<file path="config.mk">
export PLATFORM = sky130hd
export DESIGN_NAME = spi_word_packer
export DESIGN_NICKNAME = d
export VERILOG_FILES = /design/src/rtl/spi_pack_pkg.sv /design/src/rtl/spi_pack_fifo.sv /design/src/rtl/spi_pack_dpath.sv /design/src/rtl/spi_pack_ctrl.sv /design/src/rtl/spi_word_packer.sv
export SDC_FILE = /design/constraint.sdc
export NUM_CORES = 2
export LEC_CHECK = 0
export BUFFER_PORTS_ARGS = -buffer_cell sky130_fd_sc_hd__buf_2
export CAP_MARGIN = 20
export CORE_MARGIN = 2
export CORE_UTILIZATION = 24
export CTS_BUF_LIST = sky130_fd_sc_hd__clkbuf_2 sky130_fd_sc_hd__clkbuf_4 sky130_fd_sc_hd__clkbuf_8
export CTS_CLUSTER_DIAMETER = 50
export DETAILED_ROUTE_END_ITERATION = 8
export GPL_TIMING_DRIVEN = 0
export PLACE_DENSITY = 0.36
export SLEW_MARGIN = 20
export SYNTH_ARGS = -nofsm -noshare
export SYNTH_HDL_FRONTEND = slang
export SYNTH_SLANG_ARGS = --single-unit
</file>
<file path="constraint.sdc">
create_clock -name clk -period 10.72 [get_ports clk]
set_input_delay 1.608 -clock clk [delete_from_list [all_inputs] [get_ports clk]]
set_output_delay 1.608 -clock clk [all_outputs]
set_load 0.02 [all_outputs]
</file>
<file path="src/rtl/spi_pack_pkg.sv">
package spi_pack_pkg;
  localparam int PK_DATA_W    = 32;
  localparam int PK_MIN_BITS  = 4;
  localparam int PK_MAX_LANES = PK_DATA_W / PK_MIN_BITS;
  localparam int PK_SLOT_W    = $clog2(PK_MAX_LANES);
  localparam int PK_BITS_W    = $clog2(PK_DATA_W + 1);
  localparam int PK_BYTES_W   = $clog2(PK_DATA_W / 8 + 1);
  localparam int PK_RXE_W     = PK_DATA_W + 1 + PK_BYTES_W;

  typedef logic [PK_DATA_W-1:0] pkWord_t;

  // Strobes from control to datapath.
  typedef struct packed {
    logic                  txPop;
    logic                  rxTake;
    logic                  rxPush;
    logic                  rxLast;
    logic [PK_BYTES_W-1:0] rxBytes;
    logic [PK_SLOT_W-1:0]  txSlot;
    logic [PK_SLOT_W-1:0]  rxSlot;
  } pkStrobes_t;

  function automatic pkWord_t wordMask(input logic [PK_BITS_W-1:0] bits);
    pkWord_t m;
    for (int i = 0; i < PK_DATA_W; i++) m[i] = (i < int'(bits));
    return m;
  endfunction

  // Reverse the low 'bits' bits of v; upper bits cleared.
  function automatic pkWord_t revLow(input pkWord_t v, input logic [PK_BITS_W-1:0] bits);
    pkWord_t r;
    r = '0;
    for (int i = 0; i < PK_DATA_W; i++) begin
      for (int j = 0; j < PK_DATA_W; j++) begin
        if ((i < int'(bits)) && (i + j == int'(bits) - 1)) r[i] = v[j];
      end
    end
    return r;
  endfunction
endpackage

</file>
<file path="src/rtl/spi_pack_fifo.sv">
module spi_pack_fifo #(
  parameter int WIDTH = 32,
  parameter int DEPTH = 8,
  parameter int CNT_W = $clog2(DEPTH + 1)
) (
  input  logic             clk,
  input  logic             rstN,
  input  logic             wrEn,
  input  logic [WIDTH-1:0] wrData,
  input  logic             rdEn,
  output logic [WIDTH-1:0] rdData,
  output logic [WIDTH-1:0] newestData,
  output logic [CNT_W-1:0] count,
  output logic             full,
  output logic             empty
);
  localparam int PTR_W = (DEPTH > 1) ? $clog2(DEPTH) : 1;
  localparam logic [PTR_W-1:0] PTR_LAST = PTR_W'(DEPTH - 1);

  logic [WIDTH-1:0] mem [DEPTH];
  logic [PTR_W-1:0] wrPtr, rdPtr, prevPtr;
  logic doWr, doRd;

  assign full  = (count == CNT_W'(DEPTH));
  assign empty = (count == '0);
  assign doWr  = wrEn && !full;
  assign doRd  = rdEn && !empty;
  assign prevPtr = (wrPtr == '0) ? PTR_LAST : wrPtr - 1'b1;
  assign rdData     = mem[rdPtr];
  assign newestData = mem[prevPtr];

  always_ff @(posedge clk) begin
    if (doWr) mem[wrPtr] <= wrData;
  end

  always_ff @(posedge clk) begin
    if (!rstN) begin
      wrPtr <= '0;
      rdPtr <= '0;
      count <= '0;
    end else begin
      if (doWr) wrPtr <= (wrPtr == PTR_LAST) ? '0 : wrPtr + 1'b1;
      if (doRd) rdPtr <= (rdPtr == PTR_LAST) ? '0 : rdPtr + 1'b1;
      case ({doWr, doRd})
        2'b10:   count <= count + 1'b1;
        2'b01:   count <= count - 1'b1;
        default: count <= count;
      endcase
    end
  end

  a_r11_count_bound: assert property (@(posedge clk) disable iff (!rstN)
    count <= CNT_W'(DEPTH));
endmodule

</file>
<file path="src/rtl/spi_pack_dpath.sv">
module spi_pack_dpath import spi_pack_pkg::*; #(
  parameter int DEPTH = 8,
  parameter int CNT_W = $clog2(DEPTH + 1)
) (
  input  logic                  clk,
  input  logic                  rstN,
  input  logic [PK_BITS_W-1:0]  cfgBits,
  input  logic                  cfgLsbFirst,
  input  pkStrobes_t            strobes,
  input  logic                  txWrEn,
  input  pkWord_t               txWrData,
  output pkWord_t               txWordData,
  input  pkWord_t               rxWordData,
  input  logic                  rxRdEn,
  output pkWord_t               rxRdData,
  output logic                  rxLastFlag,
  output logic [PK_BYTES_W-1:0] rxLastBytes,
  output logic [CNT_W-1:0]      txCount,
  output logic [CNT_W-1:0]      rxCount,
  output logic                  txFull,
  output logic                  txEmpty,
  output logic                  rxFull,
  output logic                  rxEmpty
);
  localparam int SHIFT_W = PK_SLOT_W + PK_BITS_W;

  pkWord_t mask, txHead, txNewest, txLane;
  pkWord_t rxIn, rxPlaced, rxMerged, rxAsm;
  logic [SHIFT_W-1:0] txShift, rxShift;
  logic [PK_RXE_W-1:0] rxEntryIn, rxHead, rxNewest;

  assign mask = wordMask(cfgBits);

  spi_pack_fifo #(.WIDTH(PK_DATA_W), .DEPTH(DEPTH), .CNT_W(CNT_W)) txFifo (
    .clk(clk), .rstN(rstN), .wrEn(txWrEn), .wrData(txWrData), .rdEn(strobes.txPop),
    .rdData(txHead), .newestData(txNewest), .count(txCount), .full(txFull), .empty(txEmpty)
  );

  // Transmit: pick the lane and fix bit order.
  assign txShift = SHIFT_W'(strobes.txSlot) * SHIFT_W'(cfgBits);
  assign txLane  = (txHead >> txShift) & mask;
  assign txWordData = cfgLsbFirst ? revLow(txLane, cfgBits) : txLane;

  // Receive: fix bit order, place in its lane, merge with partial entry.
  assign rxIn     = (cfgLsbFirst ? revLow(rxWordData, cfgBits) : rxWordData) & mask;
  assign rxShift  = SHIFT_W'(strobes.rxSlot) * SHIFT_W'(cfgBits);
  assign rxPlaced = rxIn << rxShift;
  assign rxMerged = rxAsm | rxPlaced;
  assign rxEntryIn = {strobes.rxLast, strobes.rxBytes, rxMerged};

  always_ff @(posedge clk) begin
    if (!rstN)               rxAsm <= '0;
    else if (strobes.rxPush) rxAsm <= '0;
    else if (strobes.rxTake) rxAsm <= rxMerged;
  end

  spi_pack_fifo #(.WIDTH(PK_RXE_W), .DEPTH(DEPTH), .CNT_W(CNT_W)) rxFifo (
    .clk(clk), .rstN(rstN), .wrEn(strobes.rxPush), .wrData(rxEntryIn), .rdEn(rxRdEn),
    .rdData(rxHead), .newestData(rxNewest), .count(rxCount), .full(rxFull), .empty(rxEmpty)
  );

  assign rxRdData    = rxHead[PK_DATA_W-1:0];
  assign rxLastFlag  = !rxEmpty && rxNewest[PK_RXE_W-1];
  assign rxLastBytes = rxLastFlag ? rxNewest[PK_DATA_W +: PK_BYTES_W] : '0;

  // an accepted host write becomes the newest transmit entry.
  a_r3_tx_store: assert property (@(posedge clk) disable iff (!rstN)
    (txWrEn && !txFull) |=> (txNewest == $past(txWrData)));
endmodule

</file>
<file path="src/rtl/spi_pack_ctrl.sv">
module spi_pack_ctrl import spi_pack_pkg::*; #(
  parameter int DEPTH = 8,
  parameter int CNT_W = $clog2(DEPTH + 1)
) (
  input  logic                 clk,
  input  logic                 rstN,
  input  logic [PK_BITS_W-1:0] cfgBits,
  input  logic [CNT_W-1:0]     txWatermark,
  input  logic [CNT_W-1:0]     rxWatermark,
  input  logic                 txWrEn,
  input  logic                 txWordReady,
  input  logic                 rxWordValid,
  input  logic                 rxWordLast,
  input  logic                 rxRdEn,
  input  logic                 txFull,
  input  logic                 txEmpty,
  input  logic                 rxFull,
  input  logic                 rxEmpty,
  input  logic [CNT_W-1:0]     txCount,
  input  logic [CNT_W-1:0]     rxCount,
  output pkStrobes_t           strobes,
  output logic                 txWordValid,
  output logic                 txWmIrq,
  output logic                 rxWmIrq,
  output logic                 rxRoom,
  output logic                 rxDoneIrq,
  output logic                 txOvfErr,
  output logic                 txUdfErr,
  output logic                 rxOvfErr,
  output logic                 rxUdfErr
);
  localparam int LW = PK_SLOT_W + 1;
  localparam logic [CNT_W-1:0] ROOM_LIMIT = CNT_W'(DEPTH - 2);

  logic [LW-1:0] lanes;
  logic isPacked;
  logic [PK_BYTES_W-1:0] entryBytes, packedBytes;
  logic [PK_SLOT_W-1:0] lastSlot, txSlot, rxSlot;
  logic [9:0] bitSum;
  logic txTake, txEnd, rxEnd, rxPush;

  // Packing density from word size.
  always_comb begin
    isPacked = 1'b1;
    unique case (cfgBits)
      PK_BITS_W'(4):  lanes = LW'(8);
      PK_BITS_W'(8):  lanes = LW'(4);
      PK_BITS_W'(16): lanes = LW'(2);
      PK_BITS_W'(32): lanes = LW'(1);
      default: begin
        lanes    = LW'(1);
        isPacked = 1'b0;
      end
    endcase
    if (cfgBits <= PK_BITS_W'(8))       entryBytes = PK_BYTES_W'(1);
    else if (cfgBits <= PK_BITS_W'(16)) entryBytes = PK_BYTES_W'(2);
    else                                entryBytes = PK_BYTES_W'(4);
  end

  assign lastSlot    = PK_SLOT_W'(lanes - 1'b1);
  assign bitSum      = (10'(rxSlot) + 10'd1) * 10'(cfgBits) + 10'd7;
  assign packedBytes = PK_BYTES_W'(bitSum >> 3);

  assign txWordValid = !txEmpty;
  assign txTake = txWordReady && !txEmpty;
  assign txEnd  = (txSlot == lastSlot);
  assign rxEnd  = (rxSlot == lastSlot) || rxWordLast;
  assign rxPush = rxWordValid && rxEnd;

  always_ff @(posedge clk) begin
    if (!rstN) begin
      txSlot <= '0;
      rxSlot <= '0;
    end else begin
      if (txTake)      txSlot <= txEnd ? '0 : txSlot + 1'b1;
      if (rxWordValid) rxSlot <= rxEnd ? '0 : rxSlot + 1'b1;
    end
  end

  always_comb begin
    strobes.txPop   = txTake && txEnd;
    strobes.rxTake  = rxWordValid;
    strobes.rxPush  = rxPush;
    strobes.rxLast  = rxWordLast;
    strobes.rxBytes = isPacked ? packedBytes : entryBytes;
    strobes.txSlot  = txSlot;
    strobes.rxSlot  = rxSlot;
  end

  assign txWmIrq = (txWatermark != '0) && (txCount <= txWatermark);
  assign rxWmIrq = (rxWatermark != '0) && (rxCount >= rxWatermark);
  assign rxRoom  = (rxCount < ROOM_LIMIT);

  always_ff @(posedge clk) begin
    if (!rstN) begin
      rxDoneIrq <= 1'b0;
      txOvfErr  <= 1'b0;
      txUdfErr  <= 1'b0;
      rxOvfErr  <= 1'b0;
      rxUdfErr  <= 1'b0;
    end else begin
      rxDoneIrq <= rxPush && rxWordLast && !rxFull;
      if (txWrEn && txFull)       txOvfErr <= 1'b1;
      if (txWordReady && txEmpty) txUdfErr <= 1'b1;
      if (rxPush && rxFull)       rxOvfErr <= 1'b1;
      if (rxRdEn && rxEmpty)      rxUdfErr <= 1'b1;
    end
  end

  // a partly consumed entry is still held in the transmit FIFO.
  a_r3_slot_needs_entry: assert property (@(posedge clk) disable iff (!rstN)
    (txSlot != '0) |-> !txEmpty);
  // error bits never clear.
  a_r11_tx_udf_sticky: assert property (@(posedge clk) disable iff (!rstN)
    txUdfErr |=> txUdfErr);
  a_r11_rx_ovf_sticky: assert property (@(posedge clk) disable iff (!rstN)
    rxOvfErr |=> rxOvfErr);
  // no room at or above the threshold.
  a_r9_room_limit: assert property (@(posedge clk) disable iff (!rstN)
    (rxCount >= ROOM_LIMIT) |-> !rxRoom);
  // a zero mark keeps the transmit interrupt quiet.
  a_r7_wm_zero_quiet: assert property (@(posedge clk) disable iff (!rstN)
    (txWatermark == '0) |-> !txWmIrq);
endmodule

</file>
<file path="src/rtl/spi_word_packer.sv">
module spi_word_packer import spi_pack_pkg::*; #(
  parameter int FIFO_DEPTH = 8,
  parameter int CNT_W = $clog2(FIFO_DEPTH + 1)
) (
  input  logic             clk,
  input  logic             rstN,
  input  logic [5:0]       cfgWordBits,
  input  logic             cfgLsbFirst,
  input  logic [CNT_W-1:0] txWatermark,
  input  logic [CNT_W-1:0] rxWatermark,
  input  logic             txWrEn,
  input  logic [31:0]      txWrData,
  input  logic             txWordReady,
  output logic             txWordValid,
  output logic [31:0]      txWordData,
  output logic [CNT_W-1:0] txLevel,
  input  logic             rxWordValid,
  input  logic [31:0]      rxWordData,
  input  logic             rxWordLast,
  input  logic             rxRdEn,
  output logic [31:0]      rxRdData,
  output logic [CNT_W-1:0] rxCount,
  output logic             rxLastFlag,
  output logic [2:0]       rxLastBytes,
  output logic             rxRoom,
  output logic             txWmIrq,
  output logic             rxWmIrq,
  output logic             rxDoneIrq,
  output logic             txOvfErr,
  output logic             txUdfErr,
  output logic             rxOvfErr,
  output logic             rxUdfErr
);
  pkStrobes_t strobes;
  logic txFull, txEmpty, rxFull, rxEmpty;

  spi_pack_ctrl #(.DEPTH(FIFO_DEPTH), .CNT_W(CNT_W)) ctrl (
    .clk(clk), .rstN(rstN), .cfgBits(cfgWordBits),
    .txWatermark(txWatermark), .rxWatermark(rxWatermark),
    .txWrEn(txWrEn), .txWordReady(txWordReady), .rxWordValid(rxWordValid),
    .rxWordLast(rxWordLast), .rxRdEn(rxRdEn),
    .txFull(txFull), .txEmpty(txEmpty), .rxFull(rxFull), .rxEmpty(rxEmpty),
    .txCount(txLevel), .rxCount(rxCount), .strobes(strobes),
    .txWordValid(txWordValid), .txWmIrq(txWmIrq), .rxWmIrq(rxWmIrq),
    .rxRoom(rxRoom), .rxDoneIrq(rxDoneIrq),
    .txOvfErr(txOvfErr), .txUdfErr(txUdfErr), .rxOvfErr(rxOvfErr), .rxUdfErr(rxUdfErr)
  );

  spi_pack_dpath #(.DEPTH(FIFO_DEPTH), .CNT_W(CNT_W)) dpath (
    .clk(clk), .rstN(rstN), .cfgBits(cfgWordBits), .cfgLsbFirst(cfgLsbFirst),
    .strobes(strobes), .txWrEn(txWrEn), .txWrData(txWrData), .txWordData(txWordData),
    .rxWordData(rxWordData), .rxRdEn(rxRdEn), .rxRdData(rxRdData),
    .rxLastFlag(rxLastFlag), .rxLastBytes(rxLastBytes),
    .txCount(txLevel), .rxCount(rxCount),
    .txFull(txFull), .txEmpty(txEmpty), .rxFull(rxFull), .rxEmpty(rxEmpty)
  );

  // a completion pulse always has a closed entry behind it.
  a_r8_done_has_entry: assert property (@(posedge clk) disable iff (!rstN)
    rxDoneIrq |-> (rxCount != '0) && rxLastFlag);
endmodule

</file>
==> results.cfg <==
[floorplan]
die_area_mm2 = 0.211
core.rowCount = 167
chipHeight_um = 459
core-area_mm2 = 0.207
pin_count = 171
die_width_um = 459
start_util = 0.241

[global_route]
grt_antenna_before_repair = 52
gr-total-overflow = 0
grt_pass1_vias = 56185
global_route_wire_length_before_repair_um = 535000
grt_use_total = 0.370
grt_max_degree = 29

[status]
violations_in_the_final_reports = DRC, setup timing
outcome = finished with violations

[layout]
final_core_util = 0.286
final_net_count = 5961
post_route_cells_drive_above_1_share = 0.202
area_growth_pct = 18.7
layout.cells.non_filler = 8619

[setup_path]
critPathMostFrequentCell = clkbuf_1
critPathLaunchType = input port
endpoint_kind = flop
cpLargestDelayFamily = buffers and inverters
critical_path_buf_inv_count = 10
critPathRequiredTime_ns = 11.12
critical_path_class = in2reg
critical_path.slowest_cell = a311oi_1
critical_path.max_fanout = 28
worst-endpoint-arrival_ns = 11.47
delay_contributed_by_the_slowest_stage_of_the_critical_path_ns = 1.10

[placed_design]
hpwl_um = 306000
gpl.final_weighted_congestion = 1.05
placement.io_buffers = 153
dpl.cell_count = 8389

[timing]
rsz_0062_raised_after_global_routing = no
tightestPinTransition_ns = 1.35
final_max_slew_viol_count = 0
report.final.setup_viol = 29
hold_viol = 0
finalCritPeriodShare = 1.03
final_critical_path_setup_slack_ns = -0.354
achievable-frequency_ghz = 0.0903
skew_ns = 0.0458
maxSlewHeadroom = 0.0948
final.min_clock_period_ns = 11.07

[logic_synthesis]
syn_warnings = 0
synth-edff-count = 544
synth_nets = 5580
synth-async-reset-ratio = 0
synthDominantAreaCellType = edfxtp_1
synthTopCellsByCount = edfxtp_1, clkbuf_1, nand2_1
synthFlopType = edfxtp_1
post_synth_main_area_contributors = edfxtp_1, mux4_2, clkbuf_1
yosysUniqueCellTypes = 111
synthCells = 5428
post_synthesis_instance_area_mm2 = 0.0498
synth_seq_cells = 613
synth.top_cell.area_share = 0.328
synth.yosys.seq_area_share = 0.356
synth_most_common_cell = edfxtp_1
post_synth.cell_area_avg_um2 = 9.17

[cts]
cts_tree = built
worst_setup_hold_path_clk_slew_ns = 0.07
cts_inserted_buffers = 97
clock_insertion_delay_worst_skew_ns = 0.76
htree_num_levels = 3
max-clock-path-buffers = 3
root_buffer = clkbuf_8
clkSinkCount = 613

[routing]
routed_wl_um = 409000
drc = 3
drt_pre_antenna_iters = 9
via_per_inst = 6.97
antenna_violating_nets_post_route = 0
dr_total_vias = 60111
detailedRoute.firstIterationViolations = 10747
routedWlPerCell_um = 47.5

[pwr]
seq_power_share = 0.201
worst_ir_drop_vdd_mv = 0.243
totalPowerFinal_mw = 14.2
comb_power_share = 0.655
power_report.internal_total_mw = 6.23
clock_power_share = 0.145
static-leakage-power_nw = 19.7
total_switching_power_mw = 7.98
power.density_mw_per_mm2 = 241
p_sw_frac = 0.562

[worst_hold_path]
tightest_hold_check_type = reg2reg

[run]
max_cap_viol_count = 0
-- power groups by stage --
stage	combinational (mW)	clock, mW	sequential [mW]
after floorplan	3.70	0	2.91
after global placement	7.83	0	2.92
after detailed placement	7.77	0	2.90
after CTS	8.62	2.14	2.85
after global routing	9.08	2.24	2.86
final	9.30	2.06	2.85
-- cell families after synthesis --
| logic type | after synthesis | synth area share |
|---|---|---|
| adders and majority gates | 66 | 0.0191 |
| buffers and inverters | 769 | 0.0630 |
| muxes | 290 | 0.0970 |
| DFF | 613 | 0.356 |
| AOI/OAI and AO/OA | 2114 | 0.308 |
| xor gates and xnor gates | 30 | 0.00528 |
| and+or+nand+nor | 1546 | 0.151 |
-- sequential cells by signal, indices dropped and copies added, names as in the netlist, named ones only --
| register | flops |
|---|---|
| dpath.rxFifo.mem | 288 |
| ctrl.rxUdfErr | 1 |
| dpath.txFifo.mem | 256 |
| dpath.txFifo.rdPtr | 3 |
| dpath.rxFifo.count | 4 |
| ctrl.rxOvfErr | 1 |
| ctrl.txSlot | 3 |
| ctrl.txUdfErr | 1 |
| dpath.txFifo.count | 4 |
| dpath.rxFifo.rdPtr | 3 |
| ctrl.rxDoneIrq | 1 |
| ctrl.txOvfErr | 1 |
| dpath.rxFifo.wrPtr | 3 |
| dpath.rxAsm | 32 |
| ctrl.rxSlot | 3 |
| dpath.txFifo.wrPtr | 3 |
-- layer usage --
metal	track usage	vias up	part of all wire
met5	0	-	0.00054
met2	0.517	5326	0.40
li1	-	22658	-
met1	0.481	30601	0.40
met4	0.217	33	0.076
met3	0.141	1493	0.13
-- repair_timing --
action | 4_1_cts | 5_1_grt
hold buffers | 0 | 0
endpoints found under the setup margin | 302 | 32
cloned | 0 | 0
buffers inserted | 44 | 3
pin swaps | 37 | 19
gates resized for setup | 360 | 58
-- stage by stage --
stage	hold WS (ns)	area, µm²	worst slack (ns)	TNS, ns
2_1_floorplan	0.419	49800	0.209	0
3_3_place_gp	0.428	53900	-6.44	-1685.18
3_5_place_dp	0.438	55200	-5.34	-746.61
4_1_cts	0.452	58800	0.0106	0
5_1_grt	0.471	59000	0.00760	0
6_report	0.448	59100	-0.354	-4.16
-- cells in the final DEF (no fill, tap or decap), types with 33 or more instances in the layout --
master / n
edfxtp_1: 544
nand2_1: 429
clkbuf_1: 410
nor2_1: 331
a21oi_1: 306
o21ai_0: 302
buf_2: 248
nand3_1: 217
o22ai_1: 151
a221oi_1: 150
mux4_2: 140
nor3_1: 134
a22oi_1: 130
buf_4: 126
clkbuf_8: 110
o221ai_1: 109
o211ai_1: 87
mux2i_1: 76
a211oi_1: 76
dfxtp_1: 69
clkbuf_2: 68
mux2_2: 66
inv_1: 63
clkbuf_4: 62
o2111ai_1: 58
a221o_1: 51
ha_1: 49
and3_1: 48
a31oi_1: 48
nand4_1: 46
o21a_1: 44
a21o_1: 41
a2111oi_0: 41
buf_6: 38
buf_1: 38
nor4_1: 37
and2_1: 37
or3_1: 33
-- worst register-to-register path: stages (launching register included) --
cell	delay, ns
dfxtp_1	0.36
clkbuf_1	0.52
nand2_1	0.25
fa_1	0.54
inv_1	0.04
ha_1	0.21
fa_1	0.46
a21oi_1	0.17
or3b_2	0.13
and3_1	0.14
clkbuf_1	0.60
clkbuf_1	0.69
nand3_1	0.49
a311oi_1	1.10
a31oi_1	0.08
nand2_1	0.19
a221oi_1	0.24
o22ai_1	0.42
a22oi_1	0.20
o21bai_1	0.89
-- path summary, 6_finish.rpt --
path | startpoint | end | slack, ns | cells past startpoint
max reg2reg | ctrl.rxSlot[0] | dpath.rxFifo.mem[1][23] | 2.65 | 19
max | cfgWordBits[1] | dpath.rxFifo.mem[1][23] | -0.35 | 25
min | dpath.rxAsm[27] | dpath.rxAsm[27] | 0.45 | 2
min reg2reg | dpath.rxAsm[27] | dpath.rxAsm[27] | 0.45 | 2
-- cell type report --
class / instances / area [µm²]
well taps: 2704 / 3380
clock buffers: 142 / 1690
flip-flops and latches: 613 / 17700
plain buffers: 675 / 3280
repair buffers: 307 / 2100
clock inverters: 39 / 275
multi-input cells: 4046 / 30300
inverters: 69 / 264
fillers: 22097 / 148000
diodes: 24 / 60.1
Power figures use the tool's default switching activity.
